**src/rtl/lnk_sup_pkg.sv**
```systemverilog
package lnk_sup_pkg;

  typedef enum logic [2:0] {
    SUP_IDLE      = 3'd0,
    SUP_DL_PROBE  = 3'd1,
    SUP_DL_POLL   = 3'd2,
    SUP_LS_PROBE  = 3'd3,
    SUP_LS_POLL   = 3'd4,
    SUP_RST_PULSE = 3'd5,
    SUP_DONE      = 3'd6
  } sup_state_t;

endpackage

```
**src/rtl/lnk_tick_window.sv**
```systemverilog
// Tick budget for one polling phase: reload to LIMIT, count ticks down,
// flag the tick that exhausts the budget.
module lnk_tick_window #(
  parameter int unsigned LIMIT = 200,
  localparam int unsigned CW = $clog2(LIMIT + 1)
) (
  input  logic          clk,
  input  logic          rst_n,
  input  logic          load,
  input  logic          tick,
  output logic          expire,
  output logic [CW-1:0] remaining
);

  function automatic logic [CW-1:0] full_budget();
    return CW'(LIMIT);
  endfunction

  function automatic logic is_last(input logic [CW-1:0] c);
    return c == CW'(1);
  endfunction

  assign expire = tick && is_last(remaining);

  always_ff @(posedge clk or negedge rst_n) begin
    if (!rst_n) begin
      remaining <= '0;
    end else if (load) begin
      remaining <= full_budget();
    end else if (tick && remaining != '0) begin
      remaining <= remaining - CW'(1);
    end
  end

  AST_WIN_NO_WRAP: assert property (@(posedge clk) disable iff (!rst_n)
    !(tick && remaining == '0));

endmodule

```
**src/rtl/lnk_try_tally.sv**
```systemverilog
// Counts finished attempts; flags the one that is the last allowed.
module lnk_try_tally #(
  parameter int unsigned MAX_TRIES = 3,
  localparam int unsigned TW = $clog2(MAX_TRIES + 1)
) (
  input  logic          clk,
  input  logic          rst_n,
  input  logic          clr,
  input  logic          bump,
  output logic          last,
  output logic [TW-1:0] done_cnt
);

  function automatic logic final_try(input logic [TW-1:0] c);
    return c == TW'(MAX_TRIES - 1);
  endfunction

  assign last = final_try(done_cnt);

  always_ff @(posedge clk or negedge rst_n) begin
    if (!rst_n) begin
      done_cnt <= '0;
    end else if (clr) begin
      done_cnt <= '0;
    end else if (bump) begin
      done_cnt <= done_cnt + TW'(1);
    end
  end

  AST_TRY_BOUND: assert property (@(posedge clk) disable iff (!rst_n)
    bump |-> done_cnt < TW'(MAX_TRIES));

endmodule

```
**src/rtl/lnk_up_supervisor.sv**
```systemverilog
module lnk_up_supervisor
  import lnk_sup_pkg::*;
#(
  parameter int unsigned WORD_W     = 32,
  parameter int unsigned DL_BIT     = 30,
  parameter int unsigned LS_BIT     = 29,
  parameter int unsigned WAIT_TICKS = 200,
  parameter int unsigned MAX_TRIES  = 3
) (
  input  logic              clk,
  input  logic              rst_n,
  input  logic              start,
  input  logic              ms_tick,
  input  logic [WORD_W-1:0] dl_word,
  input  logic [WORD_W-1:0] ls_word,
  output logic              port_rst,
  output logic              busy,
  output logic              link_up,
  output logic              link_fail
);

  localparam int unsigned CW = $clog2(WAIT_TICKS + 1);
  localparam int unsigned TW = $clog2(MAX_TRIES + 1);

  sup_state_t state, state_nx;

  logic dl_seen, ls_seen;
  logic in_poll, poll_tick, win_load, win_expire;
  logic pulse_end, start_ok, win_evt, fail_evt, try_last;
  logic [CW-1:0] win_left;
  logic [TW-1:0] tries_done;
  logic unused_bits;

  assign dl_seen     = dl_word[DL_BIT];
  assign ls_seen     = ls_word[LS_BIT];
  assign unused_bits = ^{dl_word, ls_word, win_left, tries_done};

  // Named internal events
  assign in_poll   = (state == SUP_DL_POLL) || (state == SUP_LS_POLL);
  assign poll_tick = in_poll && ms_tick;
  assign win_load  = (state == SUP_DL_PROBE) || (state == SUP_LS_PROBE);
  assign pulse_end = (state == SUP_RST_PULSE) && ms_tick;
  assign start_ok  = start && ((state == SUP_IDLE) || (state == SUP_DONE));
  assign win_evt   = ((state == SUP_LS_PROBE) && ls_seen) ||
                     ((state == SUP_LS_POLL) && ms_tick && !win_expire && ls_seen);
  assign fail_evt  = pulse_end && try_last;

  lnk_tick_window #(.LIMIT(WAIT_TICKS)) win_i (
    .clk       (clk),
    .rst_n     (rst_n),
    .load      (win_load),
    .tick      (poll_tick),
    .expire    (win_expire),
    .remaining (win_left)
  );

  lnk_try_tally #(.MAX_TRIES(MAX_TRIES)) tally_i (
    .clk      (clk),
    .rst_n    (rst_n),
    .clr      (start_ok),
    .bump     (pulse_end),
    .last     (try_last),
    .done_cnt (tries_done)
  );

  always_comb begin
    state_nx = state;
    unique case (state)
      SUP_IDLE, SUP_DONE: if (start_ok) state_nx = SUP_DL_PROBE;
      SUP_DL_PROBE:       state_nx = dl_seen ? SUP_LS_PROBE : SUP_DL_POLL;
      SUP_DL_POLL: begin
        if (win_expire)              state_nx = SUP_RST_PULSE;
        else if (ms_tick && dl_seen) state_nx = SUP_LS_PROBE;
      end
      SUP_LS_PROBE:       state_nx = ls_seen ? SUP_DONE : SUP_LS_POLL;
      SUP_LS_POLL: begin
        if (win_expire)              state_nx = SUP_RST_PULSE;
        else if (ms_tick && ls_seen) state_nx = SUP_DONE;
      end
      SUP_RST_PULSE: if (pulse_end) state_nx = try_last ? SUP_DONE : SUP_DL_PROBE;
      default:            state_nx = SUP_IDLE;
    endcase
  end

  always_ff @(posedge clk or negedge rst_n) begin
    if (!rst_n) begin
      state     <= SUP_IDLE;
      link_up   <= 1'b0;
      link_fail <= 1'b0;
    end else begin
      state <= state_nx;
      if (start_ok) begin
        link_up   <= 1'b0;
        link_fail <= 1'b0;
      end else if (win_evt) begin
        link_up   <= 1'b1;
      end else if (fail_evt) begin
        link_fail <= 1'b1;
      end
    end
  end

  assign port_rst = (state == SUP_RST_PULSE);
  assign busy     = (state != SUP_IDLE) && (state != SUP_DONE);

  AST_RESULT_EXCLUSIVE: assert property (@(posedge clk) disable iff (!rst_n)
    !(link_up && link_fail));
  AST_RESULT_HOLD: assert property (@(posedge clk) disable iff (!rst_n)
    (!start_ok && !win_evt && !fail_evt) |=> ($stable(link_up) && $stable(link_fail)));
  AST_START_BUSY: assert property (@(posedge clk) disable iff (!rst_n)
    start_ok |=> (busy && !link_up && !link_fail));
  AST_EXPIRE_PULSES: assert property (@(posedge clk) disable iff (!rst_n)
    win_expire |=> port_rst);
  AST_PULSE_HOLD: assert property (@(posedge clk) disable iff (!rst_n)
    (port_rst && !ms_tick) |=> port_rst);
  AST_UP_NEEDS_LS: assert property (@(posedge clk) disable iff (!rst_n)
    $rose(link_up) |-> $past(ls_word[LS_BIT]));
  AST_FAIL_AFTER_PULSE: assert property (@(posedge clk) disable iff (!rst_n)
    $rose(link_fail) |-> $past(port_rst));

endmodule

```
**config.mk**
```make
export PLATFORM = sky130hd
export DESIGN_NAME = lnk_up_supervisor
export DESIGN_NICKNAME = d
export VERILOG_FILES = /design/src/rtl/lnk_sup_pkg.sv /design/src/rtl/lnk_tick_window.sv /design/src/rtl/lnk_try_tally.sv /design/src/rtl/lnk_up_supervisor.sv
export SDC_FILE = /design/constraint.sdc
export NUM_CORES = 1
export LEC_CHECK = 0
export BUFFER_PORTS_ARGS = -buffer_cell sky130_fd_sc_hd__buf_4
export CORE_MARGIN = 1
export CORE_UTILIZATION = 45
export CTS_CLUSTER_DIAMETER = 150
export DETAILED_ROUTE_END_ITERATION = 7
export PLACE_DENSITY = 0.85
export SYNTH_ARGS = -nofsm -noshare
export SYNTH_HDL_FRONTEND = slang
export SYNTH_SLANG_ARGS = --single-unit
```
**constraint.sdc**
```tcl
create_clock -name clk -period 4.6 [get_ports clk]
set_clock_uncertainty 0.2 [all_clocks]
set_input_delay 0.46 -clock clk [delete_from_list [all_inputs] [get_ports clk]]
set_output_delay 0.46 -clock clk [all_outputs]
set_load 0.01 [all_outputs]
```
After elaboration in Yosys (flattened, before gate mapping)
Cells that the tools add are included.

Register bits: 15. Output and inout port bits: 4. Word-level logic and storage cells: 68.

Add/subtract/negate cells: 2. Equality and inequality tests: 14. Muxes and demuxes: 19. Reduce and logical (&&, ||, !) cells: 28.

Operators with widths (count): $mux 3 (7); $pmux 3 s6 (1); $mux 8 (2); $logic_and 1x1->1 (13); $eq 3x3->1 const B (3); $eq 8x1->1 const B (1); $reduce_bool 2->1 (4); $reduce_bool 8->1 (1); $sub 8x1->8 const B (1); $eq 3x2->1 const B (2); $mux 1 (6); $mux 2 (3); $ne 3x2->1 const B (2); $logic_or 1x1->1 (4); $ne 2x2->1 const B (2); $reduce_and 4->1 (1); $eq 3x1->1 const B (1); $logic_not 3->1 (1); $ne 3x3->1 const B (1); $reduce_bool 3->1 (1); $add 2x1->2 const B (1); $eq 2x2->1 const B (1); $ne 2x1->1 const B (1); $reduce_and 2->1 (1); 2 further kinds (2).

Depth between registers and ports, before layout
Depth in word-level cells: 10. Gate-level depth with buffers: 6. Mapped depth without buffers: 6.

Hierarchy
Synthesis repeated with hierarchy kept, for this count alone.

Cells, all modules: 104. Area total of the unflattened synthesis: 940.9 um^2.

Modules (own cells, without submodules): lnk_tick_window (instances 1, cells an instance 48, area each 485.5 um^2); lnk_up_supervisor (instances 1, cells an instance 47, area each 355.3 um^2); lnk_try_tally (instances 1, cells an instance 9, area each 100.1 um^2).

Worst setup path after synthesis
Ideal clock, no wire load.

Path type: input port to flip-flop. From: input ms_tick. To: register state[0]. Setup time: 0.122 ns. Arrival time: 1.556 ns. Required time: 4.278 ns. Path slack: 2.723 ns. Stages on the path: 4. Buffers on the path: 1. Path through: buf_2 a2111oi_0 nor3_1 a32o_1.

Longest elaborated chain between the ends: 4. Elaborated cells between the ends (all ways): 12. Those cells by class: eq/ne: 3; mux: 3; reduce/logical: 6.

RTL lines: start: declaration (RTL line lnk_up_supervisor.sv:13) `input logic ms_tick,`; $logic_and 1x1->1 (RTL line lnk_up_supervisor.sv:40) `assign poll_tick = in_poll && ms_tick;`; $logic_and 1x1->1 (RTL line lnk_tick_window.sv:23) `assign expire = tick && is_last(remaining);`; $mux 3 (tied with other cells) (RTL line lnk_up_supervisor.sv:77) `if (win_expire) state_nx = SUP_RST_PULSE;`; $pmux 3 s6 or $reduce_and 4->1 (tied branches); end signal: assignment (RTL line lnk_up_supervisor.sv:91) `state <= state_nx;`; end: declaration (RTL line lnk_up_supervisor.sv:25) `sup_state_t state, state_nx;`.

Several ways; a longest one is shown, not always the timed one. A chain may end at the register's enable or synchronous reset.

Worst setup path in the final report
From: register state[1]. To: register state[0].

Longest elaborated chain between the ends: 6. Elaborated cells between the ends (all ways): 22. Those cells by class: eq/ne: 10; mux: 3; reduce/logical: 9.

RTL lines: $eq 3x2->1 or $eq 3x3->1 (tied branches) (RTL line lnk_up_supervisor.sv:39, lnk_up_supervisor.sv:68); $logic_or 1x1->1 (RTL line lnk_up_supervisor.sv:39) `assign in_poll = (state == SUP_DL_POLL) || (state == SUP_LS_POLL);`; $logic_and 1x1->1 (RTL line lnk_up_supervisor.sv:40); $logic_and 1x1->1 (RTL line lnk_tick_window.sv:23); $mux 3 (tied with other cells) (RTL line lnk_up_supervisor.sv:77); $pmux 3 s6 or $reduce_and 4->1 (tied branches).

Several ways; a longest one is shown, not always the timed one.

==> results.ini <==
[layout]
diodes = 0
drive_above_1_share_pct = 15.5
final_cell_count_no_fill = 157
finalNetCount = 202
syn_to_final_growth_pct = 9.60
post-route-cell-area_sq_um = 1190

[power_and_ir_drop]
irDropWorstVdd_mv = 0.339
p_leak_nw = 0.463
total_power_mw = 0.689
power_density_nw_per_um2 = 581

[critical_path]
crit_chain = nor2b_1 -> a2111oi_0 -> nor3_1 -> a32o_1
start_kind = flop
path_delay_family = compound AO/OA/AOI/OAI gates
worst-setup-path-type = flop to flop
crit_fanout = 19
cp-end-kind = flop
cpMaxStageDelayCell = dfrtp_1
required_ns = 4.58
slowest_delay_ns = 0.72
cp_num_buf_inv = 0
arrival_ns = 2.25

[die]
boundaryPins = 72
dieArea_sq_um = 2610
coreArea_sq_um = 2230
initial_utilization_pct = 48.5
rows = 17
die_x_microns = 51.0
die_h_microns = 51.0

[synthesis]
synth_warnings = 0
synthTopCellsByArea = dfrtp_1, ha_1, nand2b_1, nor2_1, o21ai_0
yosysSeqAreaShare_pct = 34.7
syn-cell-area_sq_um = 1080
synth_edf_count = 0
synthFlopType = dfrtp_1
synth_fp_nets = 194
ys_ff_latch = 15
yosysTopAreaCellShare_pct = 34.7
synthCells = 122
ys_types = 46
avgSynthCellArea_sq_um = 8.87
yosysTopAreaCell = dfrtp_1
ys_async_sr_fraction_pct = 100

[global_routing]
grt_start_max_net_pins = 20
grt_pass1_vias = 893
antenna_found_initial = 0
grt_pass1_wl_mm = 3.88
grt_util_all_layers_pct = 20.5
overflow = 0

[worst_hold_path]
hp-class = input pin to flop

[clocking]
root_buffer = clkbuf_4
clk_pin_slew_ns = 0.08
cts.sinks = 15
numCtsBuffers = 3
clockBufferDepth = 2
cts_resized = 0
htreeDepth = 1
cts_tree = built
clock_latency_ns = 0.29

[detailed_routing]
via_count = 940
via_per_inst = 5.99
first_iter_violations = 25
drc_errors = 0
firstDrtPassIters = 4
wl_mm = 2.31
routedWlPerCell_microns = 14.7
ant_nets = 0

[flow_run]
maxCapViolations = 0

[timing]
fmax_ghz = 0.441
max_slew_margin_pct = 45.8
tightest_slew_ns = 0.793
setup_viol = 0
final.setup.tns_ns = 0
drv_slew = 0
hold_violations = 0
min_period_over_period_pct = 49.3
post-route-min-period_ns = 2.27
rsz0062_at_grt = false

[place]
dpl.hpwl_mm = 1.67
io_buffers = 9
dpl-instance-area_sq_um = 1150
place.gp.congestion = 0.848
dp.cells = 152

[status]
status = complete, no violations

cells in the mapped netlist (all sizes together), types with 4 or more instances:
cell,instances
nand2,8
a21oi,6
ha,4
nor4,4
nand3,5
nand2b,7
inv,6
nor2,10
o21ai,7
clkbuf,4
dfrtp,15
final cells by class:
| type | count | area [sq um] |
|---|---|---|
| fillers | 208 | 1050 |
| multi-input cells | 94 | 649 |
| flip-flops and latches | 15 | 375 |
| repair buffers | 10 | 77.6 |
| well taps | 28 | 35.0 |
| clock buffers | 4 | 26.3 |
| inverters | 6 | 22.5 |
layer usage:
metal	GRT usage, %	part of all wire, %	up-vias
li1	-	-	463
met1	24.7	45	447
met2	33.3	49	23
met3	3.57	3.0	7
met4	13.4	2.9	0
met5	0	0	-
flip-flops by register name, indices dropped and copies added, names as in the netlist:
register,flops
tally_i.done_cnt,2
link_up,1
link_fail,1
state,3
win_i.remaining,8
worst min-delay path: stages:
cell     delay [ns]
buf_4          0.13
nand4_1        0.07
a21oi_1        0.06
metrics by stage:
stage / utilization (%) / setup slack (ns) / hold WS, ns
floorplan: - / 2.72 / -0.0356
CTS: 53.1 / 2.37 / 0.272
global route: 53.1 / 2.14 / 0.265
finish: 53.1 / 2.33 / 0.270
global placement: 51.5 / 2.49 / 0.123
detailed placement: 51.5 / 2.36 / 0.127
final timing paths:
| kind | from | cells past startpoint | to | slack, ns |
|---|---|---|---|---|
| setup / recovery | state[1] | 4 | state[0] | 2.33 |
| hold / removal | ls_word[29] | 3 | link_up | 0.27 |
| setup reg to reg | state[1] | 4 | state[0] | 2.33 |
| hold reg to reg | link_fail | 2 | link_fail | 0.34 |
| max in group asynchronous | rst_n | 2 | state[1] | 3.68 |
| min in group asynchronous | rst_n | 2 | win_i.remaining[2] | 0.35 |
cells in the final DEF, fill, tap and decap left out, types with 2 or more instances in the layout:
| cell | synthesis | routed |
|---|---|---|
| inv_1 | 6 | 6 |
| or2_2 | 2 | 2 |
| nand2b_1 | 7 | 7 |
| nor4_1 | 3 | 3 |
| nor2_1 | 10 | 10 |
| nor3_1 | 3 | 3 |
| a211oi_1 | 2 | 2 |
| buf_4 | 2 | 9 |
| o21ai_0 | 7 | 7 |
| clkbuf_4 | 0 | 3 |
| o31ai_1 | 2 | 2 |
| a31oi_1 | 2 | 2 |
| nand3_1 | 5 | 5 |
| a21oi_1 | 6 | 6 |
| mux2i_1 | 2 | 2 |
| xnor2_1 | 2 | 2 |
| or4_1 | 2 | 2 |
| nor2b_1 | 3 | 3 |
| ha_1 | 4 | 4 |
| nand2_1 | 8 | 8 |
| dfrtp_1 | 15 | 15 |
cells by family after synthesis:
group	after synthesis	share of synthesized area, %
AOI/OAI and AO/OA	29	20.0
muxes	3	2.89
and+or+nand+nor	55	29.4
adders and majority gates	4	4.62
buffers and inverters	13	5.32
DFF	15	34.7
xor gates and xnor gates	3	3.12
where the power goes:
| group | internal (mW) | total, mW | switching [mW] |
|---|---|---|---|
| logic | 0.154 | 0.334 | 0.181 |
| registers | 0.176 | 0.277 | 0.101 |
| clock network | 0.0338 | 0.0776 | 0.0438 |
repair_timing:
| item | CTS | global route |
|---|---|---|
| hold buffers | 1 | 0 |
| endpoints found under the hold margin | 15 | 0 |
| setup buffers | 0 | 0 |
Power figures use the tool's default switching activity.
